===== src/rtl/lb_pkg.sv =====
package lb_pkg;
  typedef enum logic [1:0] {ST_OFF, ST_HELD, ST_LOOK, ST_WAIT} lb_state_t;
  typedef enum logic [1:0] {BM_NONE, BM_READ, BM_WRITE} lb_mode_t;
  typedef enum logic [1:0] {PD_READ, PD_WRITE, PD_REL} lb_pend_t;
  typedef enum logic {JB_FLUSH, JB_FETCH} lb_job_t;
endpackage


===== src/rtl/lb_line_buf.sv =====
module lb_line_buf #(
  parameter int HW = 16,
  parameter int NHW = 8,
  localparam int IW = HW * NHW,
  localparam int IDXW = $clog2(NHW)
) (
  input  logic            clk,
  input  logic            rst,
  input  logic            clr,
  input  logic            ld,
  input  logic [IW-1:0]   ld_data,
  input  logic            wr_en,
  input  logic [IDXW-1:0] wr_idx,
  input  logic [HW-1:0]   wr_data,
  output logic [IW-1:0]   data,
  output logic [NHW-1:0]  mask
);
  logic [HW-1:0] hw_q [NHW];

  for (genvar k = 0; k < NHW; k++) begin : g_hw
    always_ff @(posedge clk) begin
      if (ld) hw_q[k] <= ld_data[k*HW +: HW];
      else if (wr_en && wr_idx == IDXW'(k)) hw_q[k] <= wr_data;
    end
    assign data[k*HW +: HW] = hw_q[k];
  end

  always_ff @(posedge clk) begin
    if (rst) mask <= '0;
    else begin
      if (clr) mask <= '0;
      if (wr_en) mask[wr_idx] <= 1'b1;
    end
  end


  gather_mark_chk: assert property (@(posedge clk) disable iff (rst)
    wr_en |=> mask[$past(wr_idx)]);
endmodule


===== src/rtl/lb_router.sv =====
module lb_router #(
  parameter int IW = 128,
  parameter int LW = 13,
  localparam int BEW = IW / 8
) (
  input  logic           clk,
  input  logic           rst,
  input  logic           issue,
  input  logic           iss_we,
  input  logic [LW-1:0]  iss_line,
  input  logic [BEW-1:0] iss_be,
  input  logic [IW-1:0]  iss_wdata,
  input  logic           cache_mode,
  input  logic           hit,
  output logic           ia_we,
  output logic [LW-1:0]  ia_line,
  output logic [BEW-1:0] ia_be,
  output logic [IW-1:0]  ia_wdata,
  output logic           mem_req,
  input  logic           mem_ack,
  input  logic [IW-1:0]  mem_rdata,
  output logic           cache_req,
  input  logic           cache_ack,
  input  logic [IW-1:0]  cache_rdata,
  output logic           done,
  output logic [IW-1:0]  rd_line
);
  logic to_cache;
  logic go_cache;

  assign go_cache = cache_mode && hit;
  assign done = (mem_req && mem_ack) || (cache_req && cache_ack);
  assign rd_line = to_cache ? cache_rdata : mem_rdata;

  always_ff @(posedge clk) begin
    if (rst) begin
      mem_req <= 1'b0;
      cache_req <= 1'b0;
      to_cache <= 1'b0;
      ia_we <= 1'b0;
      ia_line <= '0;
      ia_be <= '0;
      ia_wdata <= '0;
    end else if (issue) begin
      to_cache <= go_cache;
      cache_req <= go_cache;
      mem_req <= !go_cache;
      ia_we <= iss_we;
      ia_line <= iss_line;
      ia_be <= iss_be;
      ia_wdata <= iss_wdata;
    end else if (done) begin
      mem_req <= 1'b0;
      cache_req <= 1'b0;
    end
  end


  route_cache_chk: assert property (@(posedge clk) disable iff (rst)
    $rose(cache_req) |-> $past(cache_mode && hit));

  route_mem_chk: assert property (@(posedge clk) disable iff (rst)
    $rose(mem_req) |-> $past(!(cache_mode && hit)));

  mem_hold_chk: assert property (@(posedge clk) disable iff (rst)
    (mem_req && !mem_ack) |=> mem_req);

  cache_hold_chk: assert property (@(posedge clk) disable iff (rst)
    (cache_req && !cache_ack) |=> cache_req);
endmodule


===== src/rtl/lb_ctrl.sv =====
module lb_ctrl
  import lb_pkg::*;
#(
  parameter int AW = 16,
  parameter int HW = 16,
  parameter int NHW = 8,
  localparam int IW = HW * NHW,
  localparam int IDXW = $clog2(NHW),
  localparam int LW = AW - IDXW,
  localparam int BEW = IW / 8
) (
  input  logic            clk,
  input  logic            rst,
  input  logic            hold_req,
  output logic            hold_ack,
  input  logic            sel,
  input  logic            wr,
  input  logic [AW-1:0]   addr,
  input  logic [HW-1:0]   wdata,
  output logic [HW-1:0]   rdata,
  output logic            rdy,
  output logic [LW-1:0]   lk_line,
  input  logic [IW-1:0]   buf_data,
  input  logic [NHW-1:0]  buf_mask,
  output logic            buf_clr,
  output logic            buf_ld,
  output logic            buf_wr,
  output logic [IDXW-1:0] buf_idx,
  output logic [HW-1:0]   buf_wdata,
  output logic            issue,
  output logic            iss_we,
  output logic [BEW-1:0]  iss_be,
  input  logic            done,
  input  logic [IW-1:0]   rd_line
);
  lb_state_t st;
  lb_mode_t  mode;
  lb_pend_t  pend;
  lb_job_t   job;
  logic [LW-1:0]   buf_line, pend_line, a_line;
  logic [IDXW-1:0] pend_idx, a_idx;
  logic [HW-1:0]   pend_wdata;
  logic            take, write_ok, rd_hit, flush_done, fetch_done;

  assign a_line = addr[AW-1:IDXW];
  assign a_idx = addr[IDXW-1:0];
  assign take = (st == ST_HELD) && hold_req && sel;
  assign write_ok = (mode != BM_WRITE) || (a_line == buf_line);
  assign rd_hit = (mode == BM_READ) && (a_line == buf_line);
  assign flush_done = (st == ST_WAIT) && done && (job == JB_FLUSH);
  assign fetch_done = (st == ST_WAIT) && done && (job == JB_FETCH);
  assign issue = (st == ST_LOOK);
  assign iss_we = (job == JB_FLUSH);

  always_comb begin
    for (int k = 0; k < NHW; k++)
      iss_be[2*k +: 2] = iss_we ? {2{buf_mask[k]}} : 2'b11;
  end

  always_comb begin
    buf_clr = 1'b0;
    buf_ld = 1'b0;
    buf_wr = 1'b0;
    buf_idx = a_idx;
    buf_wdata = wdata;
    if (take && wr && write_ok) begin
      buf_wr = 1'b1;
      buf_clr = (mode != BM_WRITE);
    end else if (flush_done) begin
      buf_clr = 1'b1;
      if (pend == PD_WRITE) begin
        buf_wr = 1'b1;
        buf_idx = pend_idx;
        buf_wdata = pend_wdata;
      end
    end else if (fetch_done) begin
      buf_ld = 1'b1;
      buf_clr = 1'b1;
    end
  end

  always_ff @(posedge clk) begin
    if (rst) begin
      st <= ST_OFF;
      mode <= BM_NONE;
      pend <= PD_READ;
      job <= JB_FETCH;
      buf_line <= '0;
      pend_line <= '0;
      pend_idx <= '0;
      pend_wdata <= '0;
      lk_line <= '0;
      hold_ack <= 1'b0;
      rdy <= 1'b0;
      rdata <= '0;
    end else begin
      rdy <= 1'b0;
      case (st)
        ST_OFF: begin
          if (hold_req) begin
            hold_ack <= 1'b1;
            st <= ST_HELD;
          end
        end
        ST_HELD: begin
          if (!hold_req) begin
            if (mode == BM_WRITE) begin
              job <= JB_FLUSH;
              lk_line <= buf_line;
              pend <= PD_REL;
              st <= ST_LOOK;
            end else begin
              mode <= BM_NONE;
              hold_ack <= 1'b0;
              st <= ST_OFF;
            end
          end else if (sel) begin
            pend_line <= a_line;
            pend_idx <= a_idx;
            pend_wdata <= wdata;
            if (wr) begin
              if (write_ok) begin
                mode <= BM_WRITE;
                buf_line <= a_line;
                rdy <= 1'b1;
              end else begin
                job <= JB_FLUSH;
                lk_line <= buf_line;
                pend <= PD_WRITE;
                st <= ST_LOOK;
              end
            end else if (rd_hit) begin
              rdata <= buf_data[a_idx*HW +: HW];
              rdy <= 1'b1;
            end else if (mode == BM_WRITE) begin
              job <= JB_FLUSH;
              lk_line <= buf_line;
              pend <= PD_READ;
              st <= ST_LOOK;
            end else begin
              job <= JB_FETCH;
              lk_line <= a_line;
              pend <= PD_READ;
              st <= ST_LOOK;
            end
          end
        end
        ST_LOOK: st <= ST_WAIT;
        ST_WAIT: begin
          if (done) begin
            if (job == JB_FLUSH) begin
              mode <= BM_NONE;
              case (pend)
                PD_REL: begin
                  hold_ack <= 1'b0;
                  st <= ST_OFF;
                end
                PD_READ: begin
                  job <= JB_FETCH;
                  lk_line <= pend_line;
                  st <= ST_LOOK;
                end
                default: begin
                  mode <= BM_WRITE;
                  buf_line <= pend_line;
                  rdy <= 1'b1;
                  st <= ST_HELD;
                end
              endcase
            end else begin
              mode <= BM_READ;
              buf_line <= pend_line;
              rdata <= rd_line[pend_idx*HW +: HW];
              rdy <= 1'b1;
              st <= ST_HELD;
            end
          end
        end
        default: st <= ST_OFF;
      endcase
    end
  end


  grant_req_chk: assert property (@(posedge clk) disable iff (rst)
    $rose(hold_ack) |-> $past(hold_req));

  rdy_granted_chk: assert property (@(posedge clk) disable iff (rst)
    rdy |-> hold_ack);

  release_flushed_chk: assert property (@(posedge clk) disable iff (rst)
    $fell(hold_ack) |-> (buf_mask == '0));
endmodule


===== src/rtl/xm_line_bridge.sv =====
module xm_line_bridge #(
  parameter int AW = 16,
  parameter int HW = 16,
  parameter int NHW = 8,
  localparam int IW = HW * NHW,
  localparam int IDXW = $clog2(NHW),
  localparam int LW = AW - IDXW,
  localparam int BEW = IW / 8
) (
  input  logic           clk,
  input  logic           rst,
  input  logic           hold_req,
  output logic           hold_ack,
  input  logic           sel,
  input  logic           wr,
  input  logic [AW-1:0]  addr,
  input  logic [HW-1:0]  wdata,
  output logic [HW-1:0]  rdata,
  output logic           rdy,
  input  logic           cache_mode,
  output logic [LW-1:0]  lk_line,
  input  logic           hit,
  output logic           ia_we,
  output logic [LW-1:0]  ia_line,
  output logic [BEW-1:0] ia_be,
  output logic [IW-1:0]  ia_wdata,
  output logic           mem_req,
  input  logic           mem_ack,
  input  logic [IW-1:0]  mem_rdata,
  output logic           cache_req,
  input  logic           cache_ack,
  input  logic [IW-1:0]  cache_rdata
);
  logic [IW-1:0]   buf_data, rd_line;
  logic [NHW-1:0]  buf_mask;
  logic            buf_clr, buf_ld, buf_wr, issue, iss_we, done;
  logic [IDXW-1:0] buf_idx;
  logic [HW-1:0]   buf_wdata;
  logic [BEW-1:0]  iss_be;

  lb_ctrl #(.AW(AW), .HW(HW), .NHW(NHW)) u_ctrl (
    .clk(clk), .rst(rst), .hold_req(hold_req), .hold_ack(hold_ack),
    .sel(sel), .wr(wr), .addr(addr), .wdata(wdata), .rdata(rdata), .rdy(rdy),
    .lk_line(lk_line), .buf_data(buf_data), .buf_mask(buf_mask),
    .buf_clr(buf_clr), .buf_ld(buf_ld), .buf_wr(buf_wr), .buf_idx(buf_idx),
    .buf_wdata(buf_wdata), .issue(issue), .iss_we(iss_we), .iss_be(iss_be),
    .done(done), .rd_line(rd_line)
  );

  lb_line_buf #(.HW(HW), .NHW(NHW)) u_buf (
    .clk(clk), .rst(rst), .clr(buf_clr), .ld(buf_ld), .ld_data(rd_line),
    .wr_en(buf_wr), .wr_idx(buf_idx), .wr_data(buf_wdata),
    .data(buf_data), .mask(buf_mask)
  );

  lb_router #(.IW(IW), .LW(LW)) u_route (
    .clk(clk), .rst(rst), .issue(issue), .iss_we(iss_we), .iss_line(lk_line),
    .iss_be(iss_be), .iss_wdata(buf_data), .cache_mode(cache_mode), .hit(hit),
    .ia_we(ia_we), .ia_line(ia_line), .ia_be(ia_be), .ia_wdata(ia_wdata),
    .mem_req(mem_req), .mem_ack(mem_ack), .mem_rdata(mem_rdata),
    .cache_req(cache_req), .cache_ack(cache_ack), .cache_rdata(cache_rdata),
    .done(done), .rd_line(rd_line)
  );
endmodule


===== config.mk =====
export PLATFORM = sky130hd
export DESIGN_NAME = xm_line_bridge
export DESIGN_NICKNAME = d
export VERILOG_FILES = /design/src/rtl/lb_pkg.sv /design/src/rtl/lb_line_buf.sv /design/src/rtl/lb_router.sv /design/src/rtl/lb_ctrl.sv /design/src/rtl/xm_line_bridge.sv
export SDC_FILE = /design/constraint.sdc
export NUM_CORES = 1
export LEC_CHECK = 0
export BUFFER_PORTS_ARGS = -buffer_cell sky130_fd_sc_hd__buf_2
export CAP_MARGIN = 20
export CORE_MARGIN = 1.5
export CORE_UTILIZATION = 43
export CTS_CLUSTER_SIZE = 16
export DETAILED_ROUTE_END_ITERATION = 8
export PLACE_DENSITY = 0.75
export RECOVER_POWER = 25
export SYNTH_ARGS = -nofsm -noshare
export SYNTH_HDL_FRONTEND = slang
export SYNTH_SLANG_ARGS = --single-unit
export TNS_END_PERCENT = 5

===== constraint.sdc =====
create_clock -name clk -period 7.24 [get_ports clk]
set_input_delay 1.448 -clock clk [delete_from_list [all_inputs] [get_ports clk]]
set_output_delay 1.448 -clock clk [all_outputs]
set_load 0.02 [all_outputs]

==> results.toml <==
[outcome]
status = "complete, but fails checks"
violations = "max-capacitance violations, max-slew violations"

[synth]
syn_area_sq_um = 18500
synthArstFlopShare_pct = 0
synth-seq-cells = 372
synth_top_area_cell = "dfxtp_1"
ys.flop_type = "dfxtp_1"
yosysWarnings = 0
synth_edf_count = 128
synthTopCellsByArea = "dfxtp_1 (26%), edfxtp_1 (21%), mux2i_1 (16%), nand2_1 (9.6%), mux4_2 (7.8%)"
syn-num-nets = 2150
synthCells = 1853
ys_seq_area_share_pct = 47.1
syn_area_per_cell_sq_um = 10.0
synth_cell_types = 52
synth.top_cell.area_share_pct = 26.4

[clock_tree]
postCtsHoldBufs = 0
cts_setup_buffers = 0
ctsResizeCount = 0
cts_root_buf = "clkbuf_16"
clk_transition_reported_paths_ns = 0.06
clockBufferDepth = 3
insertion_delay_ns = 0.57
cts.sinks = 372
cts_tree = "yes"
cts_made_buffers = 42
htreeDepth = 2

[global_routing]
track_usage_pct = 30.6
grt_overflow = 0
grt_pass1_wl_microns = 100000
antenna_found_initial = 5
grt_max_degree = 105
first_global_vias = 15900

[floorplanning]
start_util_pct = 43.9
ios = 488
rows = 75
die_h_microns = 211
dieArea_sq_um = 44300
die_width_microns = 211
core_area_sq_um = 42200

[route]
routedWlPerCell_microns = 24.6
drtIter0Drc = 1535
first_pass_iters = 5
drt_wl_total_microns = 69400
drc_errors = 0
vias_per_cell = 5.78
vias = 16300
ant_nets = 0

[sta]
max_freq_ghz = 0.193
period_share_pct = 71.4
whs_ns = 0.453
slew_viol_final = 115
worstMarginPinSlew_ns = 3.59
period_minus_slack_ns = 5.17
setup-violations-final = 0
fin_skew_ns = 0.0189
hold_violations = 0
tns_ns = 0
relSlewSlack_pct = -139
rsz0062_at_grt = "no"

[setup_path]
r2r_start = "u_ctrl.st[0]"
critPathLaunchType = "input pin"
end_kind = "flip-flop"
crit_required_ns = 7.68
crit_family = "buffers and inverters"
rr_worst_depth = 5
cp_max_fo = 81
crit_buf_inv = 2
crit_chain = "buf_6, clkbuf_1, a21oi_2, a32o_1"
slowest_stage = "clkbuf_1"
r2r_setup_slack_ns = 2.94
cpPeakStageDelay_ns = 2.55
path_class = "input pin to flip-flop"
critPathArrivalTime_ns = 5.62
reg2reg_to = "u_buf.hw_q[1][14]"

[power_and_ir_drop]
ir_worst_vdd_mv = 0.157
powerDensity_nw_per_um2 = 228
p_leak_nw = 8.93

[placement]
gp_congestion = 0.986
dp_hpwl_microns = 53300
portBuffers = 487

[worst_hold_path]
hold_end = "u_route.ia_wdata[82]"
holdPathStages = 2
hold_class = "flip-flop to flip-flop"
worstHoldStart = "u_route.ia_wdata[82]"

[cells_and_area]
final_core_util_pct = 53.4
area_growth_pct = 21.6
layout.nets = 2545
drive_gt1_share_pct = 26.9
fillers = 3845

[flow_run]
max_cap_viol_count = 2
[per-layer routing]
metal  vias to the layer above  wire length (microns)  global-route usage [%]
met4                         2                   2460                    11.2
met5                         -                     11                       0
met2                       883                  36100                    56.1
met1                      7881                  25700                    35.8
li1                       7403                      -                       -
met3                       136                   5230                    4.86
[worst register-to-register path, cell delays in order (launching register included)]
cell	delay [ns]
dfxtp_1	0.65
and2_1	0.25
nand3_2	0.69
mux2i_1	0.62
and3_1	0.93
nand2b_1	0.77
[power breakdown]
part / internal (mW) / leakage, nW / total (mW) / switching, mW
logic: 0.246 / 5.09 / 0.652 / 0.406
clock network: 1.34 / 0.706 / 2.24 / 0.904
registers: 2.22 / 3.13 / 2.26 / 0.0428
total: 3.80 / 8.93 / 5.15 / 1.35
[cells by family after synthesis]
kind of cell,Yosys count,synth area share [%]
compound gates,326,10.6
xor+xnor,13,0.614
buf+inv,162,3.84
flops,372,47.1
mux,366,24.2
simple gates,614,13.6
[through the flow]
step                setup slack [ns]  instance area (sq um)  cells  total power, mW
finish                          2.07                  22500   2822             5.15
global route                    1.65                  22500   2822             5.29
CTS                             2.56                  22600   2818             5.16
detailed placement              1.98                  21100   2741             2.95
global placement                2.08                  21100   2741             2.94
floorplan                       3.35                  18500   1853             2.68
[synth_stat cells, types with 13 or more instances]
library cell and n:
nor2b_1 19, nand2b_1 25, dfxtp_1 244, edfxtp_1 128
nand2_1 475, buf_4 15, a21oi_1 200, a31o_2 17
nor2_1 39, buf_1 13, mux2_2 13, mux4_2 64
buf_2 26, clkbuf_1 102, a311oi_1 13, nor3_1 23
xor2_1 13, o21ai_0 39, mux2i_1 289, a32o_1 16
[cells in the final DEF, fill, tap and decap left out, types with 4 or more instances in the layout]
cell type  instances
a22o_1             7
nor3_1            23
clkbuf_16         45
clkinv_1           6
a31o_2            17
a32o_1            16
nor2b_1           19
clkbuf_1          74
clkinv_2           6
edfxtp_1         128
nand2_1          474
inv_1              4
o21ai_0           39
nor2_1            38
mux2i_1          289
a311oi_1          13
a21oi_1          199
mux2_2            13
buf_2            419
bufinv_16          4
buf_4             17
xor2_1            13
mux4_2            64
and3_1             5
clkbuf_8           6
nand2b_1          24
a211o_1           12
nand3_1           11
dfxtp_1          241
[worst max-delay path by stage]
stage	start	to	slack, ns	depth (start not counted)
after floorplan	addr[10]	u_buf.hw_q[0][0]	3.35	8
after global placement	addr[10]	u_buf.hw_q[1][13]	2.08	7
after detailed placement	addr[10]	u_buf.hw_q[1][12]	1.98	7
after CTS	addr[10]	u_buf.hw_q[1][14]	2.56	7
after global routing	rst	u_buf.mask[1]	1.65	5
final	rst	u_ctrl.rdata[13]	2.07	4
[cell type report]
type                            instances  area (sq um)  area share (%)
Antenna cell                            2          5.00          0.0222
Clock buffer                           56          1230            5.45
Clock inverter                         21           211           0.938
Inverter                                4          15.0          0.0666
Multi-Input combinational cell       1319          9110            40.4
Sequential cell                       372          8730            38.8
Tap cell                              539           674            2.99
Timing Repair Buffer                  509          2560            11.3
[flip-flops by register name (all words and copies together), names as in the netlist, 2 cells and up]
name	cells
u_route.ia_be	8
u_buf.hw_q	128
u_buf.mask	8
u_ctrl.pend	2
u_ctrl.pend_wdata	16
u_ctrl.pend_idx	3
u_ctrl.mode	2
u_ctrl.st	2
u_route.ia_line	13
u_ctrl.pend_line	13
u_ctrl.rdata	16
u_route.ia_wdata	128
u_ctrl.lk_line	13
u_ctrl.buf_line	13
Power figures use the tool's default switching activity.
